`src/rtl/uart_rf_pkg.sv`:
```
package uart_rf_pkg;
  localparam int OFF_W = 6;
  localparam logic [OFF_W-1:0] OFF_MODE  = 6'h00;
  localparam logic [OFF_W-1:0] OFF_STAT  = 6'h04;
  localparam logic [OFF_W-1:0] OFF_CMD   = 6'h08;
  localparam logic [OFF_W-1:0] OFF_DATA  = 6'h0C;
  localparam logic [OFF_W-1:0] OFF_AUX   = 6'h10;
  localparam logic [OFF_W-1:0] OFF_INT   = 6'h14;
  localparam logic [OFF_W-1:0] OFF_BAUD0 = 6'h18;
  localparam logic [OFF_W-1:0] OFF_BAUD1 = 6'h1C;

  // status bit positions
  localparam int ST_RXRDY = 0;
  localparam int ST_FFULL = 1;
  localparam int ST_TXRDY = 2;
  localparam int ST_TXEMP = 3;

  // interrupt status bit positions
  localparam int IS_TX  = 0;
  localparam int IS_RX  = 1;
  localparam int IS_BRK = 2;
  localparam int IS_COS = 7;

  typedef enum logic [3:0] {
    SEL_MODE, SEL_STAT, SEL_CMD, SEL_DATA, SEL_AUX,
    SEL_INT, SEL_BAUD0, SEL_BAUD1, SEL_NONE
  } reg_sel_e;
endpackage

```
`src/rtl/uart_rf_decode.sv`:
```
module uart_rf_decode
  import uart_rf_pkg::*;
#(
  parameter int ADDR_W = 6
) (
  input  logic [ADDR_W-1:0] addr,
  output reg_sel_e          sel
);
  always_comb begin
    sel = SEL_NONE;
    if (addr == ADDR_W'(OFF_MODE))       sel = SEL_MODE;
    else if (addr == ADDR_W'(OFF_STAT))  sel = SEL_STAT;
    else if (addr == ADDR_W'(OFF_CMD))   sel = SEL_CMD;
    else if (addr == ADDR_W'(OFF_DATA))  sel = SEL_DATA;
    else if (addr == ADDR_W'(OFF_AUX))   sel = SEL_AUX;
    else if (addr == ADDR_W'(OFF_INT))   sel = SEL_INT;
    else if (addr == ADDR_W'(OFF_BAUD0)) sel = SEL_BAUD0;
    else if (addr == ADDR_W'(OFF_BAUD1)) sel = SEL_BAUD1;
  end
endmodule

```
`src/rtl/uart_rf_mode.sv`:
```
module uart_rf_mode #(
  parameter int DATA_W = 8,
  parameter int N_MODE = 2
) (
  input  logic              clk,
  input  logic              rst,
  input  logic              wr_en,
  input  logic [DATA_W-1:0] wdata,
  input  logic              ptr_clr,
  output logic [DATA_W-1:0] mode0,
  output logic [DATA_W-1:0] mode_rd,
  output logic              ptr
);
  logic [DATA_W-1:0] mr_q [N_MODE];

  for (genvar i = 0; i < N_MODE; i++) begin : g_mr
    always_ff @(posedge clk) begin
      if (rst)
        mr_q[i] <= '0;
      else if (wr_en && (int'(ptr) == i))
        mr_q[i] <= wdata;
    end
  end

  // a write moves the pointer forward and wins over a same-cycle clear
  always_ff @(posedge clk) begin
    if (rst)          ptr <= 1'b0;
    else if (wr_en)   ptr <= 1'b1;
    else if (ptr_clr) ptr <= 1'b0;
  end

  assign mode0   = mr_q[0];
  assign mode_rd = mr_q[ptr];
endmodule

```
`src/rtl/uart_rf_irq.sv`:
```
module uart_rf_irq
  import uart_rf_pkg::*;
#(
  parameter int              DATA_W    = 8,
  parameter int              RXSEL_BIT = 6,
  parameter logic [DATA_W-1:0] STAT_RST = 8'h08
) (
  input  logic              clk,
  input  logic              rst,
  input  logic [DATA_W-1:0] stat_in,
  input  logic [DATA_W-1:0] mode0,
  input  logic              brk_evt,
  input  logic              dbrk_clr,
  input  logic              cos_in,
  input  logic              imr_we,
  input  logic [DATA_W-1:0] wdata,
  output logic [DATA_W-1:0] stat_q,
  output logic [DATA_W-1:0] isr,
  output logic [DATA_W-1:0] imr_q,
  output logic              dbrk_q,
  output logic              irq
);
  logic cos_q;

  always_ff @(posedge clk) begin
    if (rst) begin
      stat_q <= STAT_RST;
      cos_q  <= 1'b0;
      imr_q  <= '0;
      dbrk_q <= 1'b0;
    end else begin
      stat_q <= stat_in;
      cos_q  <= cos_in;
      if (imr_we) imr_q <= wdata;
      if (brk_evt)       dbrk_q <= 1'b1;
      else if (dbrk_clr) dbrk_q <= 1'b0;
    end
  end

  always_comb begin
    isr         = '0;
    isr[IS_TX]  = stat_q[ST_TXRDY];
    isr[IS_RX]  = mode0[RXSEL_BIT] ? stat_q[ST_FFULL] : stat_q[ST_RXRDY];
    isr[IS_BRK] = dbrk_q;
    isr[IS_COS] = cos_q;
  end

  always_ff @(posedge clk) begin
    if (rst) irq <= 1'b0;
    else     irq <= |(isr & imr_q);
  end
endmodule

```
`src/rtl/uart_regfront.sv`:
```
module uart_regfront
  import uart_rf_pkg::*;
#(
  parameter int ADDR_W    = 6,
  parameter int DATA_W    = 8,
  parameter int RXSEL_BIT = 6,
  parameter int N_BAUD    = 2
) (
  input  logic              clk,
  input  logic              rst,
  input  logic              bus_valid,
  input  logic              bus_we,
  input  logic [ADDR_W-1:0] bus_addr,
  input  logic [DATA_W-1:0] bus_wdata,
  output logic [DATA_W-1:0] bus_rdata,
  output logic              irq,
  input  logic [DATA_W-1:0] stat_in,
  input  logic [DATA_W-1:0] rx_data,
  output logic              rx_pop,
  output logic              tx_push,
  output logic [DATA_W-1:0] tx_data,
  output logic              cmd_we,
  output logic [DATA_W-1:0] cmd_data,
  input  logic              mr_ptr_clr,
  input  logic              brk_evt,
  input  logic              dbrk_clr,
  input  logic              cos_in
);
  localparam logic [DATA_W-1:0] STAT_RST = DATA_W'(1) << ST_TXEMP;

  reg_sel_e          sel;
  logic              wr, rd;
  logic [DATA_W-1:0] mode0, mode_rd, stat_q, isr, imr_q;
  logic              dbrk_q, mr_ptr;
  logic [DATA_W-1:0] baud_q [N_BAUD];
  logic [DATA_W-1:0] rd_mux;

  assign wr = bus_valid &  bus_we;
  assign rd = bus_valid & ~bus_we;

  uart_rf_decode #(.ADDR_W(ADDR_W)) u_dec (
    .addr (bus_addr),
    .sel  (sel)
  );

  uart_rf_mode #(.DATA_W(DATA_W), .N_MODE(2)) u_mode (
    .clk     (clk),
    .rst     (rst),
    .wr_en   (wr && sel == SEL_MODE),
    .wdata   (bus_wdata),
    .ptr_clr (mr_ptr_clr),
    .mode0   (mode0),
    .mode_rd (mode_rd),
    .ptr     (mr_ptr)
  );

  uart_rf_irq #(.DATA_W(DATA_W), .RXSEL_BIT(RXSEL_BIT), .STAT_RST(STAT_RST)) u_irq (
    .clk      (clk),
    .rst      (rst),
    .stat_in  (stat_in),
    .mode0    (mode0),
    .brk_evt  (brk_evt),
    .dbrk_clr (dbrk_clr),
    .cos_in   (cos_in),
    .imr_we   (wr && sel == SEL_INT),
    .wdata    (bus_wdata),
    .stat_q   (stat_q),
    .isr      (isr),
    .imr_q    (imr_q),
    .dbrk_q   (dbrk_q),
    .irq      (irq)
  );

  for (genvar b = 0; b < N_BAUD; b++) begin : g_baud
    localparam reg_sel_e BSEL = (b == 0) ? SEL_BAUD0 : SEL_BAUD1;
    always_ff @(posedge clk) begin
      if (rst)                    baud_q[b] <= '0;
      else if (wr && sel == BSEL) baud_q[b] <= bus_wdata;
    end
  end

  always_comb begin
    case (sel)
      SEL_MODE:  rd_mux = mode_rd;
      SEL_STAT:  rd_mux = stat_q;
      SEL_DATA:  rd_mux = rx_data;
      SEL_INT:   rd_mux = isr;
      SEL_BAUD0: rd_mux = baud_q[0];
      SEL_BAUD1: rd_mux = baud_q[N_BAUD-1];
      default:   rd_mux = '0;
    endcase
  end

  always_ff @(posedge clk) begin
    if (rst) begin
      bus_rdata <= '0;
      rx_pop    <= 1'b0;
      tx_push   <= 1'b0;
      cmd_we    <= 1'b0;
      tx_data   <= '0;
      cmd_data  <= '0;
    end else begin
      if (rd) bus_rdata <= rd_mux;
      rx_pop  <= rd && sel == SEL_DATA;
      tx_push <= wr && sel == SEL_DATA;
      cmd_we  <= wr && sel == SEL_CMD;
      if (wr && sel == SEL_DATA) tx_data  <= bus_wdata;
      if (wr && sel == SEL_CMD)  cmd_data <= bus_wdata;
    end
  end
endmodule

```
`config.mk`:
```
export PLATFORM = sky130hd
export DESIGN_NAME = uart_regfront
export DESIGN_NICKNAME = d
export VERILOG_FILES = /design/src/rtl/uart_rf_pkg.sv /design/src/rtl/uart_rf_decode.sv /design/src/rtl/uart_rf_mode.sv /design/src/rtl/uart_rf_irq.sv /design/src/rtl/uart_regfront.sv
export SDC_FILE = /design/constraint.sdc
export NUM_CORES = 1
export LEC_CHECK = 0
export BUFFER_PORTS_ARGS = -buffer_cell sky130_fd_sc_hd__buf_2
export CORE_MARGIN = 2
export CORE_UTILIZATION = 35
export DETAILED_ROUTE_END_ITERATION = 10
export PLACE_DENSITY = 0.68
export SLEW_MARGIN = 20
export SYNTH_ARGS = -nofsm -noshare
export SYNTH_HDL_FRONTEND = slang
export SYNTH_SLANG_ARGS = --single-unit
```
`constraint.sdc`:
```
create_clock -name clk -period 2.1 [get_ports clk]
set_input_delay 0.42 -clock clk [delete_from_list [all_inputs] [get_ports clk]]
set_output_delay 0.42 -clock clk [all_outputs]
set_load 0.05 [all_outputs]
```
### Word level (Yosys, flattened, before mapping)

Memory sizes are Yosys's and may differ from the RTL's. A register that Yosys moved wholly into a read port is not among the register bits.
Index checks and enable logic that the tools add are counted.

* divide/modulo/power cells: 0
* bitwise gates (word level): 9
* add/sub/neg operators: 0
* multiplexer cells: 34
* order comparisons: 0
* reductions and logical operators: 14
* eq/ne operators: 13
* shifts and indexed selects: 0
* $mul: 0

Operators by type and width (count)
* one-hot mux 8 bit (6 select lines): 1
* two-way mux 4 bit: 8
* two-way mux 8 bit: 4
* == test 6 x 5 -> 1 bit (second input constant): 4
* two-way mux 1 bit: 21
* == test 4 x 3 -> 1 bit (second input constant): 3
* == test 6 x 4 -> 1 bit (second input constant): 2
* logical AND 1 bit: 9
* AND 8 bit: 1
* == test 4 x 2 -> 1 bit (second input constant): 2
* OR reduction 8 bit: 1
* == test 6 x 3 -> 1 bit (second input constant): 1
* zero test 6 bit: 1
* == test 4 x 1 -> 1 bit (second input constant): 1
* zero test 4 bit: 1
* OR 1 bit: 4
* nonzero test 2 bit: 2
* AND 1 bit: 2
* inverter 1 bit: 2

* word-level logic and storage cells: 84
* bits in writable memories: 32
* input bits: 38
* flip-flop bits (word level): 47
* memories: 2
* output and inout port bits: 28
* ROM bits: 0
* latch bits: 0

Memories
* baud_q: words 2, width 8, read ports 2, clocked after Yosys merged registers in 0, write ports 2, line uart_regfront.sv:35 `logic [DATA_W-1:0] baud_q [N_BAUD];`
* u_mode.mr_q: words 2, width 8, read ports 2, clocked after Yosys merged registers in 1, write ports 2, line uart_rf_mode.sv:14 `logic [DATA_W-1:0] mr_q [N_MODE];`

### Logic depth before layout (Yosys ltp)

Gate-level depths: netlist (run 1).

* word-level depth: 16
* gate-level depth with buffers: 7
* gate-level depth less buffers: 4

### Cells and area by module

Synthesis (run 1) repeated with hierarchy kept, for this count alone.

* cell total of the unflattened synthesis: 330
* area total of the unflattened synthesis: 3626.0 µm²

Modules (own cells, without submodules)
* uart_regfront: cells an instance 204, instances 1, seq. area each 1021.0 µm², area each 2052.0 µm²
* uart_rf_mode: cells an instance 60, instances 1, seq. area each 520.5 µm², area each 862.1 µm²
* uart_rf_irq: cells an instance 62, instances 1, seq. area each 380.4 µm², area each 679.4 µm²
* uart_rf_decode: cells an instance 4, instances 1, seq. area each 0.0 µm², area each 32.5 µm²

### Least setup slack after synthesis (run 1)

OpenSTA, ideal clock, no wires.

* kind: input to register
* start point: input port bus_addr[4]
* end point: memory baud_q[0][0] (enable)
* data arrival time: 1650 ps
* required time: 1725 ps
* buffers on the path: 1
* slack: 75 ps
* stages: 4
* setup time: 375 ps
* cells stage by stage: buf_4 > nor4b_1 > nand3_1 > o21bai_1

RTL lines
* start: declaration: line uart_regfront.sv:13 `input logic [ADDR_W-1:0] bus_addr,`
* end: declaration: line uart_regfront.sv:35

==> results of run 1 <==
-- critical path, delay by kind of cell --
| family | cells | cell delay, ps |
|---|---|---|
| simple gates | 2 | 810 |
| buf+inv | 2 | 360 |
| compound gates | 1 | 230 |
-- flip-flops by register name, indices dropped and copies added (netlist names), named ones only --
register / count
u_mode.ptr: 1
baud_q: 16
u_irq.stat_q: 8
u_irq.dbrk_q: 1
u_irq.irq: 1
cmd_we: 1
tx_push: 1
tx_data: 8
u_mode.mr_q: 16
rx_pop: 1
cmd_data: 8
bus_rdata: 8
u_irq.cos_q: 1
u_irq.imr_q: 4
-- stage by stage --
step	hold slack [ps]	std cells	setup WS (ps)	TNS, ps
after global placement	461	477	74.5	0
final	253	493	336	0
after CTS	244	493	350	0
after floorplan	459	285	75.5	0
after global routing	241	493	208	0
after detailed placement	463	477	-17.7	-208
-- layer usage --
metal  vias to the layer above  wire length [um]
li1                       1187                 -
met2                        65              3700
met1                      1135              3680
met4                         0               117
met3                        12               434
met5                         -                 0
-- cell families (layout without fill, tap and decap cells) --
kind of cell,count (synthesis),after routing,share of synthesized area [%]
buffers and inverters,19,98,2.81
XOR/XNOR,1,1,0.262
flip-flops,76,76,55.2
multiplexers,35,35,10.9
AO/OA/AOI/OAI,30,30,8.02
AND/OR/NAND/NOR,124,124,22.8
-- report_power, final --
group,switching (mW),internal [mW],total (mW),leakage [nW]
Clock,0.547,0.655,1.20,0.115
Combinational,0.121,0.0764,0.197,0.795
Sequential,0.0170,1.58,1.59,0.667
Total,0.685,2.31,2.99,1.58
-- final cells by class --
cell class                 instances  area, um2
timing repair buffer              77        428
sequential                        76       1840
clock buffer                      11        163
tap                              129        161
clock inverter                     5       55.1
inverter                           5       18.8
fill                             887       5170
multi-input combinational        190       1400
-- layout by cell type (no fill, tap or decap), types with 2 or more instances in the layout --
| cell type | count |
|---|---|
| buf_2 | 65 |
| dfxtp_1 | 44 |
| and2_1 | 35 |
| edfxtp_1 | 32 |
| nor2_1 | 25 |
| mux2i_1 | 23 |
| nand3_1 | 14 |
| nor2b_1 | 13 |
| mux2_2 | 12 |
| buf_4 | 11 |
| clkbuf_8 | 10 |
| nand2_1 | 6 |
| inv_1 | 5 |
| o21bai_1 | 4 |
| nand4_1 | 4 |
| nor3_2 | 4 |
| nand2b_1 | 4 |
| a22o_1 | 4 |
| a221oi_1 | 4 |
| a222oi_1 | 3 |
| nor4b_1 | 2 |
| a21oi_1 | 2 |
| nor3_4 | 2 |
| nor3b_1 | 2 |
| nor3_1 | 2 |
| and4_1 | 2 |
| and3_1 | 2 |
| a22oi_1 | 2 |
| a32oi_1 | 2 |
| a32o_1 | 2 |
| clkinv_2 | 2 |
-- synth_stat cells, types with 3 or more instances --
| master | number |
|---|---|
| buf_4 | 3 |
| o21bai_1 | 4 |
| and2_1 | 35 |
| a222oi_1 | 3 |
| nor2b_1 | 13 |
| a22o_1 | 4 |
| nor3_2 | 4 |
| nor2_1 | 25 |
| dfxtp_1 | 44 |
| buf_2 | 3 |
| nand3_1 | 14 |
| inv_1 | 5 |
| mux2i_1 | 23 |
| edfxtp_1 | 32 |
| nand2b_1 | 4 |
| clkbuf_1 | 5 |
| nand4_1 | 4 |
| a221oi_1 | 4 |
| nand2_1 | 6 |
| mux2_2 | 12 |
-- worst paths after layout --
kind	startpoint	to	slack [ps]
worst max-delay path	bus_addr[5]	u_mode.mr_q[1][5]	340
worst min-delay path	stat_in[3]	u_irq.stat_q[3]	250
worst max register to register	flip-flop	bus_rdata[7]	550
worst min register to register	bus_rdata[7]	bus_rdata[7]	480
==> flow_summary.ini, run 1 <==
[global_route]
grtUsageMet2_pct = 24.7
grt_max_degree = 32
antenna_found_initial = 0
grtUsageMet1_pct = 20.9
grt-busiest-layer = met2
grt_first_pass_wirelength_um = 12200
grt_usage_pct = 15.8
overflow = 0
grt_pass1_vias = 2306
grt_use_met3_pct = 4.35

[power]
powerDensity_nw_per_um2 = 735
ir_worst_vdd_mv = 0.302
total_power_mw = 2.99
power_leakage_nw = 1.58

[critical_path]
reg2regPathDepth = 4
cp_data_arrival_time_ps = 1820
worst-setup-path-type = input port to flip-flop
critPathLaunchType = input port
end_kind = flip-flop
critPathRequiredTime_ps = 2150
crit_chain = buf_2 -> nor4_4 -> nand4_1 -> o21bai_1 -> buf_4
slowest_stage = nor4_4
cp_max_fo = 8
cp_slowest_stage_delay_ps = 460

[timing]
min_period_ps = 1760
period_share_pct = 84.0
finalHoldViolations = 0
rsz0062_at_grt = false
worstMarginPinSlew_ps = 677
setup_viol = 0
relSlewSlack_pct = 54.9
slew_violations = 0
fmax_ghz = 0.567
finalClockSkew_ps = 8.71

[drt]
vias = 2399
totalWireLength_um = 7930
routedWlPerCell_um = 16.1
drc = 0
drtIter0Drc = 84
vias_per_cell = 4.87
dr.pass1.iters = 4
ant_nets = 0

[floorplanning]
coreArea_um2 = 9240
start_util_pct = 36.1
die_w_um = 102
num_rows = 35
io_pins = 66
fp.dieH_um = 102
die-area_um2 = 10300

[worst_hold_path]
hold_class = input port to flip-flop
hold_path_depth = 2

[yosys]
synth_area_um2 = 3340
seq_area_frac_synth_pct = 55.2
synthTopCellsByArea = edfxtp_1 29%, dfxtp_1 26%, mux2i_1 6.9%
ys_ff_latch = 76
ys_warn_count = 0
synth_area_per_cell_um2 = 11.7
ys.flop_type = dfxtp_1
syn_inst = 285
synth_cell_types = 47
synth_edf_count = 32
synth_top_cell_by_area = edfxtp_1
synth_top_area_share_pct = 28.8
synth_fp_nets = 323
synthArstFlopShare_pct = 0

[placed_design]
routabilityCongestion = 0.863
postPlaceCellArea_um2 = 3850
hpwlAfterDp_um = 5840
port_buffers = 65

[cells_and_area]
antenna_cells = 0
syn_to_final_growth_pct = 21.9
postLayoutCellArea_um2 = 4070
layout-drive-gt1-share_pct = 31.9
nets = 397
utilization_pct = 44.1

[clock_network]
post_cts_buffers = 0
ctsHoldBuffers = 0
clock_path_buffers = 2
clockRootBuffer = clkbuf_8
h-tree-depth = 3
ctsResizeCount = 0
clk_pin_slew_worst_paths_ps = 80
cts.sinks = 76
cts_tree = yes
cts_buffers = 9
clock_latency_ps = 340

[run_status]
status = finished clean

[flow_run]
max_cap_viol_count = 0
Power figures use the tool's default switching activity.
==> run 2, diff against run 1 <==
- PLACE_DENSITY: 0.68 -> 0.66
- clock period: 2.1 -> 1.8 ns (I/O delays scaled with it)
==> flow_summary.ini, run 2 (synthesized netlist as in run 1, its figures left out) <==
[run_status]
status = finished clean

[timing]
setup_viol = 0
relSlewSlack_pct = 68.1
period_share_pct = 83.2
finalSetupTns_ps = 0
fmax_ghz = 0.668
finalClockSkew_ps = 7.61
worstMarginPinSlew_ps = 479
slew_violations = 0
min_period_ps = 1500
rsz0062_at_grt = false
finalHoldViolations = 0
hold_ws_ps = 194

[global_route]
grt_first_pass_wirelength_um = 13000
antenna_found_initial = 0
grt_usage_pct = 16.8
overflow = 0
grt_pass1_vias = 2400
grt_max_degree = 26

[clock_network]
clock_path_buffers = 2
clockRootBuffer = clkbuf_8
cts_buffers = 9
cts_tree = yes
h-tree-depth = 3
ctsHoldBuffers = 0
ctsResizeCount = 0
post_cts_buffers = 0
clk_pin_slew_worst_paths_ps = 80
cts.sinks = 76
clock_latency_ps = 350

[cells_and_area]
syn_to_final_growth_pct = 26.2
fin_cells = 508
final_common_cell = buf_2
fillers = 878
final_cell_mix = 65 x buf_2, 44 x dfxtp_1, 35 x and2_1, 32 x edfxtp_1
reg_top3 = baud_q (16), u_mode.mr_q (16)
layout-drive-gt1-share_pct = 35.1
nets = 412
postLayoutCellArea_um2 = 4220
antenna_cells = 0

[floorplanning]
coreArea_um2 = 9240
start_util_pct = 36.1
io_pins = 66
die-area_um2 = 10300
die_w_um = 102
fp.dieH_um = 102
num_rows = 35

[placed_design]
routabilityCongestion = 0.854
hpwlAfterDp_um = 6040
numPlacedInstances = 492
port_buffers = 65
postPlaceCellArea_um2 = 3990

[critical_path]
cp_slowest_stage_delay_ps = 360
critPathLaunchType = input port
end_kind = flip-flop
crit_chain = buf_2 -> nor4b_1 -> buf_4 -> nand3_1 -> o21bai_2 -> buf_4
cp.buffers_inverters = 3
slowest_stage = nor4b_1
crit_top_cell = buf_4
worst-setup-path-type = input port to flip-flop
path_delay_family = simple AND/OR/NAND/NOR gates
cp_data_arrival_time_ps = 1570
critPathRequiredTime_ps = 1870
cp_max_fo = 7

[power]
power_switching_mw = 0.815
p_sw_share_pct = 22.9
intPower_mw = 2.75
p_seq_share_pct = 52.2
ir_worst_vdd_mv = 0.545
power_frac_comb_pct = 7.0
powerDensity_nw_per_um2 = 845
clkPwrFrac_pct = 40.8
power_leakage_nw = 1.66

[drt]
totalWireLength_um = 8180
dr.pass1.iters = 5
vias_per_cell = 4.92
routedWlPerCell_um = 16.1
ant_nets = 0
vias = 2500
drc = 0
drtIter0Drc = 129

[flow_run]
max_cap_viol_count = 0

[worst_hold_path]
hold_class = input port to flip-flop
## run 2: cell types whose count changed in the layout (fill, tap and decap cells not counted)
cell | before | now
clkinv_4 | 0 | 1
inv_4 | 1 | 0
o21bai_1 | 4 | 2
buf_4 | 11 | 25
buf_12 | 1 | 2
clkbuf_8 | 10 | 11
o21bai_2 | 0 | 2
clkinv_2 | 2 | 1
## run 2: path summary, 6_finish.rpt
kind	startpoint	to	slack (ps)	cells after the start
worst max register to register	flip-flop	bus_rdata[7]	330	4
worst max-delay path	bus_addr[1]	baud_q[0][7]	300	6
worst min register to register	bus_rdata[1]	bus_rdata[1]	480	2
worst min-delay path	stat_in[3]	u_irq.stat_q[3]	190	2
## run 2: cell type report
class	instances	area, um2	share of cell area [%]
multi-input combinational	190	1410	33.5
clock buffer	12	176	4.19
tap	129	161	3.83
inverter	5	18.8	0.445
timing repair buffer	92	553	13.1
sequential	76	1840	43.7
clock inverter	4	52.6	1.25
## run 2: layer usage
metal	global-route usage, %	vias to the layer above	wire, um
met4	4.68	0	116
met5	0	-	0
met3	4.69	11	482
li1	-	1219	-
met1	23.6	1178	3810
met2	25.4	92	3770
## run 2: worst register-to-register path, delay by kind of cell (launching register included)
family	cells	cell delay, ps
AOI/OAI and AO/OA	2	460
DFF	1	430
muxes	1	370
and+or+nand+nor	1	120
## run 2: power groups by stage
| stage | registers, mW | logic (mW) | clock network, mW |
|---|---|---|---|
| 2_1_floorplan | 1.89 | 0.120 | 0 |
| 3_3_place_gp | 1.90 | 0.244 | 0 |
| 3_5_place_dp | 1.90 | 0.248 | 0 |
| 4_1_cts | 1.86 | 0.250 | 1.49 |
| 5_1_grt | 1.86 | 0.271 | 1.56 |
| 6_report | 1.86 | 0.249 | 1.45 |
## run 2: per-stage QoR
step / worst slack, ps / power [mW] / utilization [%]
global placement: -33.6 / 2.14 / 43.1
CTS: 286 / 3.60 / 45.6
global route: 220 / 3.70 / 45.6
detailed placement: -91.6 / 2.15 / 43.1
finish: 303 / 3.56 / 45.6
floorplan: -159 / 2.01 / -
